--- src/rtl/oscCalPkg.sv ---
`timescale 1ns/1ps
package oscCalPkg;
  // strobes from control to datapath, one set per clock
  typedef struct packed {
    logic take;      // a sample is processed this cycle
    logic closeWin;  // this sample is the last of its window
    logic advance;   // move to the next oscillator configuration
  } calStrobe_t;
endpackage

--- src/rtl/oscCalDatapath.sv ---
`timescale 1ns/1ps
module oscCalDatapath
  import oscCalPkg::*;
#(
  parameter int COUNT_W    = 16,
  parameter int SEL_W      = 8,
  parameter int WIN_W      = 7,
  parameter int LOW_BOUND  = 59,
  parameter int HIGH_BOUND = 160
) (
  input  logic               clk,
  input  logic               rstN,
  input  calStrobe_t         strobe,
  input  logic [COUNT_W-1:0] beatCount,
  output logic               inRange,
  output logic               lastSlot,
  output logic               winHasGood,
  output logic [SEL_W-1:0]   selWord
);
  // one spare bit so HIGH_BOUND may equal 2**COUNT_W
  localparam int CMP_W = COUNT_W + 1;
  localparam logic [CMP_W-1:0] LO_V = CMP_W'(LOW_BOUND);
  localparam logic [CMP_W-1:0] HI_V = CMP_W'(HIGH_BOUND);

  logic [WIN_W-1:0] sampleCnt;
  logic [WIN_W-1:0] goodCnt;
  logic [CMP_W-1:0] countExt;

  assign countExt   = {1'b0, beatCount};
  assign inRange    = (countExt >= LO_V) && (countExt < HI_V);
  assign lastSlot   = (sampleCnt == {WIN_W{1'b1}});
  // presence test instead of count+1: cannot wrap on a fully good window
  assign winHasGood = (goodCnt != '0) || inRange;

  always_ff @(posedge clk) begin
    if (!rstN) begin
      sampleCnt <= '0;
      goodCnt   <= '0;
      selWord   <= '0;
    end else begin
      if (strobe.take) begin
        sampleCnt <= sampleCnt + 1'b1;
        if (strobe.closeWin)
          goodCnt <= '0;
        else if (inRange)
          goodCnt <= goodCnt + 1'b1;
      end
      if (strobe.advance)
        selWord <= selWord + 1'b1;
    end
  end

  // no strobe, no movement
  p_idle_hold_r2: assert property (@(posedge clk) disable iff (!rstN)
    !strobe.take |=> ($stable(sampleCnt) && $stable(goodCnt) && $stable(selWord)));

  // an advance is a plain modular increment
  p_step_wrap_r8: assert property (@(posedge clk) disable iff (!rstN)
    strobe.advance |=> (selWord == SEL_W'($past(selWord) + 1'b1)));

  // an in-band sample never changes the configuration
  p_good_keeps_sel_r6: assert property (@(posedge clk) disable iff (!rstN)
    (strobe.take && inRange) |=> $stable(selWord));

  // good count never runs ahead of the slot index, so it cannot overflow
  p_no_overflow_r7: assert property (@(posedge clk) disable iff (!rstN)
    goodCnt <= sampleCnt);

  // the window end clears the good record
  p_window_clear_r5: assert property (@(posedge clk) disable iff (!rstN)
    strobe.closeWin |=> (goodCnt == '0));
endmodule

--- src/rtl/oscCalControl.sv ---
`timescale 1ns/1ps
module oscCalControl
  import oscCalPkg::*;
(
  input  logic       clk,
  input  logic       rstN,
  input  logic       sampleReq,
  input  logic       inRange,
  input  logic       lastSlot,
  input  logic       winHasGood,
  output calStrobe_t strobe,
  output logic       matched
);
  always_comb begin
    strobe.take     = sampleReq;
    strobe.closeWin = sampleReq && lastSlot;
    strobe.advance  = sampleReq && lastSlot && !winHasGood;
  end

  always_ff @(posedge clk) begin
    if (!rstN)
      matched <= 1'b0;
    else if (strobe.advance)
      matched <= 1'b0;
    else if (sampleReq && inRange)
      matched <= 1'b1;
  end

  // an in-band sample raises matched next cycle
  p_good_sets_match_r3: assert property (@(posedge clk) disable iff (!rstN)
    (sampleReq && inRange) |=> matched);

  // a reconfiguration clears matched
  p_advance_clears_r4: assert property (@(posedge clk) disable iff (!rstN)
    strobe.advance |=> !matched);

  // matched falls only through an advance
  p_match_sticky_r9: assert property (@(posedge clk) disable iff (!rstN)
    (matched && !strobe.advance) |=> matched);

  // an advance only ever happens on a strobed last slot
  p_advance_at_end_r4: assert property (@(posedge clk) disable iff (!rstN)
    strobe.advance |-> (strobe.take && strobe.closeWin));
endmodule

--- src/rtl/oscPairCalibrator.sv ---
`timescale 1ns/1ps
module oscPairCalibrator
  import oscCalPkg::*;
#(
  parameter int COUNT_W    = 16,
  parameter int STAGES     = 4,
  parameter int WIN_W      = 7,
  parameter int LOW_BOUND  = 59,
  parameter int HIGH_BOUND = 160
) (
  input  logic                  clk,
  input  logic                  rstN,
  input  logic                  sampleReq,
  input  logic [COUNT_W-1:0]    beatCount,
  output logic [2*STAGES-1:0]   oscSel,
  output logic                  matched
);
  localparam int SEL_W = 2 * STAGES;

  calStrobe_t strobe;
  logic       inRange;
  logic       lastSlot;
  logic       winHasGood;

  oscCalDatapath #(
    .COUNT_W   (COUNT_W),
    .SEL_W     (SEL_W),
    .WIN_W     (WIN_W),
    .LOW_BOUND (LOW_BOUND),
    .HIGH_BOUND(HIGH_BOUND)
  ) uDatapath (
    .clk       (clk),
    .rstN      (rstN),
    .strobe    (strobe),
    .beatCount (beatCount),
    .inRange   (inRange),
    .lastSlot  (lastSlot),
    .winHasGood(winHasGood),
    .selWord   (oscSel)
  );

  oscCalControl uControl (
    .clk       (clk),
    .rstN      (rstN),
    .sampleReq (sampleReq),
    .inRange   (inRange),
    .lastSlot  (lastSlot),
    .winHasGood(winHasGood),
    .strobe    (strobe),
    .matched   (matched)
  );
endmodule

--- config.mk ---
export PLATFORM = sky130hd
export DESIGN_NAME = oscPairCalibrator
export DESIGN_NICKNAME = d
export VERILOG_FILES = /design/src/rtl/oscCalPkg.sv /design/src/rtl/oscCalDatapath.sv /design/src/rtl/oscCalControl.sv /design/src/rtl/oscPairCalibrator.sv
export SDC_FILE = /design/constraint.sdc
export NUM_CORES = 1
export LEC_CHECK = 0
export ABC_AREA = 1
export BUFFER_PORTS_ARGS = -buffer_cell sky130_fd_sc_hd__clkbuf_2
export CORE_ASPECT_RATIO = 0.75
export CORE_MARGIN = 2
export CORE_UTILIZATION = 25
export DETAILED_ROUTE_END_ITERATION = 8
export GPL_TIMING_DRIVEN = 0
export HOLD_SLACK_MARGIN = 0.12
export PLACE_DENSITY = 0.47
export SYNTH_ARGS = -nofsm -noshare
export SYNTH_HDL_FRONTEND = slang
export SYNTH_SLANG_ARGS = --single-unit
--- constraint.sdc ---
create_clock -name clk -period 2.1 [get_ports clk]
set_input_delay 0.21 -clock clk [delete_from_list [all_inputs] [get_ports clk]]
set_output_delay 0.21 -clock clk [all_outputs]
set_load 0.05 [all_outputs]
Word level (Yosys, flattened, before mapping)
Cells that the tools add are included.
{"block": "word_totals", "ff_bits": 23, "inputBits": 19, "output_inout_bits": 9, "wordCells": 23}
{"block": "op_classes", "addsub": 3, "n_lt_le_gt_ge": 2, "n_eq_ne": 1, "muxes": 2, "bitwise_logic": 1, "reduce_logical": 10}
{"op": "16-bit by 6-bit greater-or-equal comparator with 1-bit output (second input constant)", "count": 1}
{"op": "16-bit by 8-bit < comparator with 1-bit output (second input constant)", "count": 1}
{"op": "7-bit by 1-bit adder with 7-bit output (second input constant)", "count": 2}
{"op": "7-bit 2-to-1 mux", "count": 2}
{"op": "8-bit by 1-bit adder with 8-bit output (second input constant)", "count": 1}
{"op": "7-bit equality test (second input constant)", "count": 1}
{"op": "7-bit nonzero test", "count": 1}
{"op": "1-bit logical AND", "count": 4}
{"op": "2-bit AND reduction", "count": 1}
{"op": "2-bit nonzero test", "count": 1}
{"op": "2-bit OR reduction", "count": 1}
{"op": "1-bit logical NOT", "count": 1}
{"op": "1-bit logical OR", "count": 1}
{"op": "1-bit NOT", "count": 1}

Logic depth before layout (Yosys ltp)
Gate-level depths: netlist (run 1).
{"block": "logic_depth", "ltp_word": 6, "depth_mapped": 9, "ltp_nobuf": 9}

By module
From an unflattened synthesis (run 1), not the netlist that was laid out.
{"block": "unflattened", "cells_unflattened": 187, "area_unflattened_um2": 1223.7}
{"mod": "oscCalDatapath", "instances": 1, "cells_per_inst": 177, "area_per_inst_um2": 1163.6, "seq_area_each_um2": 440.4}
{"mod": "oscCalControl", "instances": 1, "cells_per_inst": 10, "area_per_inst_um2": 60.1, "seq_area_each_um2": 20.0}

Worst setup path before layout (run 1)
Ideal clock, no wire load.
{"block": "synth_timing", "path_kind": "reg2reg", "startpoint": "reg uDatapath.selWord[1]", "endpoint": "reg uDatapath.selWord[6]", "setup_ns": 0.110, "t_arrival_ns": 1.440, "t_required_ns": 1.990, "path_slack_ns": 0.550, "stages_incl_launch_ff": 7, "n_path_buf": 0, "period_less_slack_ns": 1.550, "path_cell_list": "dfxtp_1 -> ha_1 -> nand2_1 -> nor3_1 -> nand4_1 -> nand2_1 -> nor2_1"}
{"block": "synth_via", "elab_chain_cells": 1}
{"element": "start, declared", "line": "oscCalDatapath.sv:18", "source": "output logic [SEL_W-1:0] selWord"}
{"element": "start signal, assigned", "line": "oscCalDatapath.sv:49", "source": "selWord <= selWord + 1'b1;"}
{"element": "8-bit by 1-bit adder with 8-bit output", "line": "oscCalDatapath.sv:49"}
Every way passes these cells.
A chain may end at the register's enable or synchronous reset.

Worst setup path in the final report (run 1)
{"block": "layout_timing", "startpoint": "reg uDatapath.sampleCnt[0]", "endpoint": "reg uDatapath.selWord[1]"}
{"block": "layout_via", "elab_chain_cells": 3}
{"element": "start, declared", "line": "oscCalDatapath.sv:25", "source": "logic [WIN_W-1:0] sampleCnt;"}
{"element": "start signal, assigned", "line": "oscCalDatapath.sv:42", "source": "sampleCnt <= sampleCnt + 1'b1;"}
{"element": "7-bit equality test", "line": "oscCalDatapath.sv:31", "source": "assign lastSlot = (sampleCnt == {WIN_W{1'b1}});"}
{"element": "1-bit logical AND (2 in series)", "line": "oscCalControl.sv:17", "source": "strobe.advance = sampleReq && lastSlot && !winHasGood;"}
Every way passes these cells.

==> results of run 1 <==
==> sequential cells by signal, summed over array words and instances, names as in the netlist <==
name,cells
uControl.matched,1
uDatapath.goodCnt,7
uDatapath.sampleCnt,7
uDatapath.selWord,8
==> metal layers <==
layer / up-vias / routed length (µm) / track usage [%] / part of all wire [%]
li1: 725 / - / - / -
met1: 533 / 1630 / 13.7 / 55
met2: 18 / 1190 / 14.5 / 40
met3: 5 / 127 / 3.80 / 4.3
met4: 0 / 29 / 3.03 / 0.97
met5: - / 0 / 0 / 0
==> final cells by class <==
class | count | area (µm²) | share of cell area, %
clock inverter | 1 | 5.00 | 0.295
tap | 75 | 93.8 | 5.54
timing repair buffer | 25 | 125 | 7.38
inverter | 36 | 135 | 7.97
sequential | 23 | 460 | 27.2
clock buffer | 3 | 41.3 | 2.44
multi-input combinational | 149 | 817 | 48.2
buffer | 3 | 17.5 | 1.03
==> synth_stat cells, drive strengths merged <==
cell    instances  area, µm²
a21boi          1       11.3
nand3          16        108
nor3b           1       7.51
nand2          51        219
inv            36        135
o21ai           9       56.3
a31oi           1       6.26
clkbuf          1       5.00
nor3            6       30.0
a21oi          14       70.1
buf             2       12.5
nor2           35        169
nand3b          1       20.0
dfxtp          23        460
xnor2           1       8.76
xor2            2       17.5
ha              4       50.1
nand4           7       43.8
==> power by group through the flow <==
stage | Clock (mW) | Sequential (mW) | Combinational (mW)
after CTS | 0.295 | 0.443 | 0.0720
after detailed placement | 0 | 0.453 | 0.0719
after floorplan | 0 | 0.452 | 0.0442
after global placement | 0 | 0.453 | 0.0719
after global routing | 0.314 | 0.443 | 0.0803
final | 0.278 | 0.443 | 0.0709
==> stage by stage <==
stage	hold slack (ns)	area, µm²	setup slack, ns	std cells	util (%)
global route	0.290	1700	0.517	315	31.2
CTS	0.274	1700	0.640	315	31.2
detailed placement	0.443	1650	0.639	311	30.3
floorplan	0.423	1430	0.550	211	-
finish	0.277	1700	0.655	315	31.2
global placement	0.432	1650	0.660	311	30.3
==> worst min-delay path, cell delays in order <==
cell and delay, ns:
sky130_fd_sc_hd__clkbuf_2 0.17, sky130_fd_sc_hd__nand2_1 0.10, sky130_fd_sc_hd__nor2_1 0.03
==> cell families after synthesis <==
family                     synth area share, %
adders and majority gates                 3.50
AOI/OAI and AO/OA                         10.1
and+or+nand+nor                           41.7
buffers and inverters                     10.7
xor gates and xnor gates                  1.84
DFF                                       32.2
==> worst min path at each step <==
stage / cells after the start / startpoint / slack (ns) / end
2_1_floorplan: 2 / uDatapath.sampleCnt[6] / 0.42 / uDatapath.sampleCnt[6]
3_3_place_gp: 2 / uDatapath.sampleCnt[6] / 0.43 / uDatapath.sampleCnt[6]
3_5_place_dp: 2 / uDatapath.sampleCnt[6] / 0.44 / uDatapath.sampleCnt[6]
4_1_cts: 3 / rstN / 0.27 / uDatapath.selWord[5]
5_1_grt: 3 / rstN / 0.29 / uDatapath.selWord[6]
6_report: 3 / rstN / 0.28 / uDatapath.selWord[5]
==> flow_summary.yaml, run 1 <==
cts:
  clock_tree.htree_level_count: 1
  tritoncts: "built"
  clk_path_buf_depth: 2
  cts-hold-fix-buffers: 0
  ctsRootBufferMaster: "sky130_fd_sc_hd__clkbuf_8"
  post_cts_buffers: 0
  clk_pin_slew_worst_paths_ns: 0.09
  worstSkewPairLatency_ns: 0.27
  cts.sink_count: 23
  postCtsResizedCells: 0
  cts_made_buffers: 3
worst_setup_path:
  timing.critical_path.arrival_ns: 1.62
  worstSetupEndpoint: "uDatapath.selWord[1]"
  critical_path_class: "reg2reg"
  timing.critical_path.required_ns: 2.27
  rrSetupSlack_ns: 0.66
  crit_path_end_kind: "register"
  critical_path.n_buffers_inverters: 1
  critical_path.startpoint_type: "register"
  path_delay_family: "simple AND/OR/NAND/NOR gates"
  critical_path_peak_fanout: 4
  critical_path.max_stage_delay_ns: 0.38
  timing.rr.end: "uDatapath.selWord[1]"
  regToRegStartpoint: "uDatapath.sampleCnt[0]"
  worst_path_most_repeated_cell: "sky130_fd_sc_hd__nor2_4"
  setup.worst_path.start: "uDatapath.sampleCnt[0]"
  cp_num_cells: 8
  critical_path.cell_chain: "ha_1 > inv_2 > nor2_4 > nand3b_4 > nor2_4 > nand2_2 > o21ai_1 > nor2_1"
  cpMaxStageDelayCell: "sky130_fd_sc_hd__dfxtp_1"
  reg2regPathDepth: 8
timing:
  max_slew.worst_pin.slew_ns: 0.282
  fin_crit_ns: 1.44
  fin_skew_ns: 0.0103
  slew_headroom_pct: 81.3
  fin_setup_tns_ns: 0
  final-setup-viol-count: 0
  final_slew_violations: 0
  timing.final.hold_violations: 0
  fin_crit_sh_pct: 68.8
  max_clock_freq_mhz: 692
  rsz0062_at_grt: "no"
global_routing:
  maximum_number_of_pins_on_one_net_before_global_route_repair: 14
  grt_pass1_vias: 1152
  initial_antenna_violation_count: 0
  track_usage_pct: 9.99
  global_route_wire_length_before_repair_um: 5150
  grt_remaining_overflow: 0
place:
  gp_routability_congestion: 0.746
  hpwlAfterDp_um: 2390
  io_buffers: 25
pwr:
  power.static_leakage_nw: 0.767
  sw_frac_of_total_pct: 24.1
  power.ir.vdd_worst_mv: 0.191
  switching_power_total_uw: 191
  p_comb_share_pct: 9.0
  power_report.internal_total_uw: 600
  power-per-cell-area_nw_per_um2: 467
  clockPowerShare_pct: 35.1
  portion_of_total_power_attributed_to_sequential_cells_pct: 56.0
  p_total_uw: 791
logic_synthesis:
  synth_area_per_cell_um2: 6.78
  fraction_of_the_yosys_area_taken_by_sequential_cells_pct: 32.2
  yosysWarningCount: 0
  synth_cells: 211
  mappedNetlistNets: 234
  synth-seq-cells: 23
  synthDistinctLibCells: 28
  synth_cell_area_um2: 1430
floorplan:
  die_width_um: 91.3
  die_h_um: 69.5
  core_um2: 5440
  start_util_pct: 26.3
  floorplan.die_area_um2: 6350
  num_rows: 23
  ios: 28
final_layout:
  fillers: 610
  mostFrequentLayoutCell: "sky130_fd_sc_hd__nand2_1"
  antenna_cells: 0
  final_cell_mix: "sky130_fd_sc_hd__nand2_1, sky130_fd_sc_hd__inv_1, sky130_fd_sc_hd__nor2_1"
  final_net_count: 264
  areaGrowthSynthToFinish_pct: 18.5
  final_layout_size_suffix_gt1_share_pct: 23.8
detailed_routing:
  drtAntennaViolNets: 0
  post-route-drc-count: 0
  routed-via-count: 1281
  drtIter0Drc: 75
  routed_wire_length_per_instance_um: 9.47
  drt-total-wl_um: 2980
  drt_first_pass_iters: 4
  route.detailed.vias_per_inst: 4.07
worst_hold_path:
  min_delay_worst_type: "in2reg"
outcome:
  status: "completed"
flow_run:
  max_cap_viol_count: 0
Note: power is estimated with default switching activity, not from simulation.
==> run 2, diff against run 1 <==
Clock period 2.1 ns to 1.5 ns, I/O delays scaled along.
==> run 2 against run 1 <==
Clock skew decreased by 0.0017 ns. Critical path depth decreased by 1. First-iteration DRC count decreased by 44%. Sequential power increased by 40%. Routed wire length decreased by 0.84%. Cell count unchanged. Flip-flop and latch count unchanged.
==> flow_summary.yaml, run 2 (synthesized netlist as in run 1, its figures left out) <==
outcome:
  status: "completed"
detailed_routing:
  post-route-drc-count: 0
  routed_wire_length_per_instance_um: 9.39
  drt-total-wl_um: 2960
  drt_first_pass_iters: 6
  drtIter0Drc: 42
  drtAntennaViolNets: 0
  route.detailed.vias_per_inst: 4.22
  routed-via-count: 1328
cts:
  clk_path_buf_depth: 2
  worstSkewPairLatency_ns: 0.27
  clock_tree.htree_level_count: 1
  cts_made_buffers: 3
  tritoncts: "built"
  ctsRootBufferMaster: "sky130_fd_sc_hd__clkbuf_8"
  cts-hold-fix-buffers: 0
  cts.sink_count: 23
  clk_pin_slew_worst_paths_ns: 0.09
worst_hold_path:
  min_from: "rstN"
  hold-path-cell-count: 3
  min_to: "uDatapath.selWord[5]"
  min_delay_worst_type: "in2reg"
worst_setup_path:
  critical_path_class: "reg2reg"
  timing.rr.end: "uDatapath.selWord[2]"
  timing.critical_path.arrival_ns: 1.52
  reg2regPathDepth: 7
  crit_path_end_kind: "register"
  rrSetupSlack_ns: 0.13
  critical_path.startpoint_type: "register"
  timing.critical_path.required_ns: 1.66
  regToRegStartpoint: "uDatapath.goodCnt[0]"
  critical_path_peak_fanout: 5
timing:
  fin_setup_tns_ns: 0
  max_clock_freq_mhz: 731
  rsz0062_at_grt: "no"
  fin_crit_ns: 1.37
  slew_headroom_pct: 81.9
  final_slew_violations: 0
  max_slew.worst_pin.slew_ns: 0.269
  fin_skew_ns: 0.00854
  fin_crit_sh_pct: 91.2
  final-setup-viol-count: 0
  timing.final.hold_violations: 0
flow_run:
  max_cap_viol_count: 0
final_layout:
  final_layout_size_suffix_gt1_share_pct: 25.4
  max_ffs_per_register: 8
  fillers: 584
  final_cell_mix: "sky130_fd_sc_hd__nand2_1, sky130_fd_sc_hd__inv_1, sky130_fd_sc_hd__nor2_1"
  reg.largest.list: "uDatapath.selWord (8), uDatapath.goodCnt (7), uDatapath.sampleCnt (7)"
  mostFrequentLayoutCell: "sky130_fd_sc_hd__nand2_1"
  regMostFlops: "uDatapath.selWord"
  finalCoreUtilization_pct: 31.3
  post_layout_nonfiller_instances: 315
  areaGrowthSynthToFinish_pct: 19.0
  final_net_count: 264
  antenna_cells: 0
  total_area_of_multi_input_combinational_cells_um2: 820
  stdcell_area_um2: 1700
  layout.area.seq_um2: 464
floorplan:
  ios: 28
  start_util_pct: 26.3
  num_rows: 23
  floorplan.die_area_um2: 6350
  die_width_um: 91.3
  die_h_um: 69.5
  core_um2: 5440
place:
  dp_cells: 311
  io_buffers: 25
  hpwlAfterDp_um: 2360
  dpl_cell_area_um2: 1650
  gp_routability_congestion: 0.770
pwr:
  power-per-cell-area_nw_per_um2: 653
  p_total_mw: 1.11
  power.static_leakage_nw: 0.768
  power.ir.vdd_worst_mv: 0.275
global_routing:
  grt_remaining_overflow: 0
  track_usage_pct: 9.74
  maximum_number_of_pins_on_one_net_before_global_route_repair: 14
  global_route_wire_length_before_repair_um: 5150
  grt_pass1_vias: 1183
  initial_antenna_violation_count: 0
-- run 2: cell count changes in the layout (fill, tap and decap cells not counted) --
cell | before | now
sky130_fd_sc_hd__dfxtp_2 | 0 | 3
sky130_fd_sc_hd__ha_2 | 0 | 1
sky130_fd_sc_hd__dfxtp_1 | 23 | 20
sky130_fd_sc_hd__ha_1 | 4 | 3
-- run 2: how the worst max path moves through the flow --
stage | from | to | slack (ns) | depth (start not counted)
floorplan | uDatapath.selWord[2] | uDatapath.selWord[3] | 0.08 | 5
global placement | uDatapath.sampleCnt[0] | uDatapath.selWord[1] | 0.06 | 8
detailed placement | uDatapath.sampleCnt[0] | uDatapath.selWord[1] | 0.05 | 8
CTS | uDatapath.sampleCnt[0] | uDatapath.selWord[1] | 0.05 | 8
global route | uDatapath.sampleCnt[1] | uDatapath.selWord[1] | 0.02 | 8
finish | uDatapath.goodCnt[0] | uDatapath.selWord[2] | 0.13 | 7
-- run 2: cell type report --
class	instances	share of cell area, %
clock inverters	1	0.294
clock buffers	3	2.43
multi-input cells	149	48.2
repair buffers	25	7.35
plain buffers	3	1.03
well taps	75	5.51
flip-flops and latches	23	27.3
inverters	36	7.94
-- run 2: worst max-delay path: stages (launching register included) --
cell,delay [ns]
sky130_fd_sc_hd__dfxtp_1,0.33
sky130_fd_sc_hd__inv_1,0.09
sky130_fd_sc_hd__ha_1,0.17
sky130_fd_sc_hd__nand4_1,0.19
sky130_fd_sc_hd__inv_1,0.21
sky130_fd_sc_hd__nand3_2,0.13
sky130_fd_sc_hd__nand2_1,0.08
sky130_fd_sc_hd__a21oi_1,0.06
-- run 2: repair_timing --
action                                  in CTS  in global routing
setup buffers                                0                  0
endpoints found under the setup margin       0                 15
gates resized for setup                      0                  2
-- run 2: stage by stage --
stage | hold slack, ns | worst slack, ns
2_1_floorplan | 0.423 | 0.0766
3_5_place_dp | 0.439 | 0.0478
6_report | 0.213 | 0.132
4_1_cts | 0.211 | 0.0486
5_1_grt | 0.246 | 0.0169
3_3_place_gp | 0.433 | 0.0607
-- run 2: report_power, final --
part	leakage [nW]	total [mW]	switching [mW]	internal (mW)
clock network	0.0255	0.390	0.205	0.185
registers	0.187	0.620	0.00424	0.616
logic	0.555	0.100	0.0603	0.0400
total	0.768	1.11	0.269	0.841
-- run 2: per-layer routing --
metal	wire length (µm)	vias up	track usage [%]
li1	-	724	-
met1	1640	584	13.5
met2	1180	18	14.8
met3	129	2	3.48
met4	11	0	1.52
met5	0	-	0
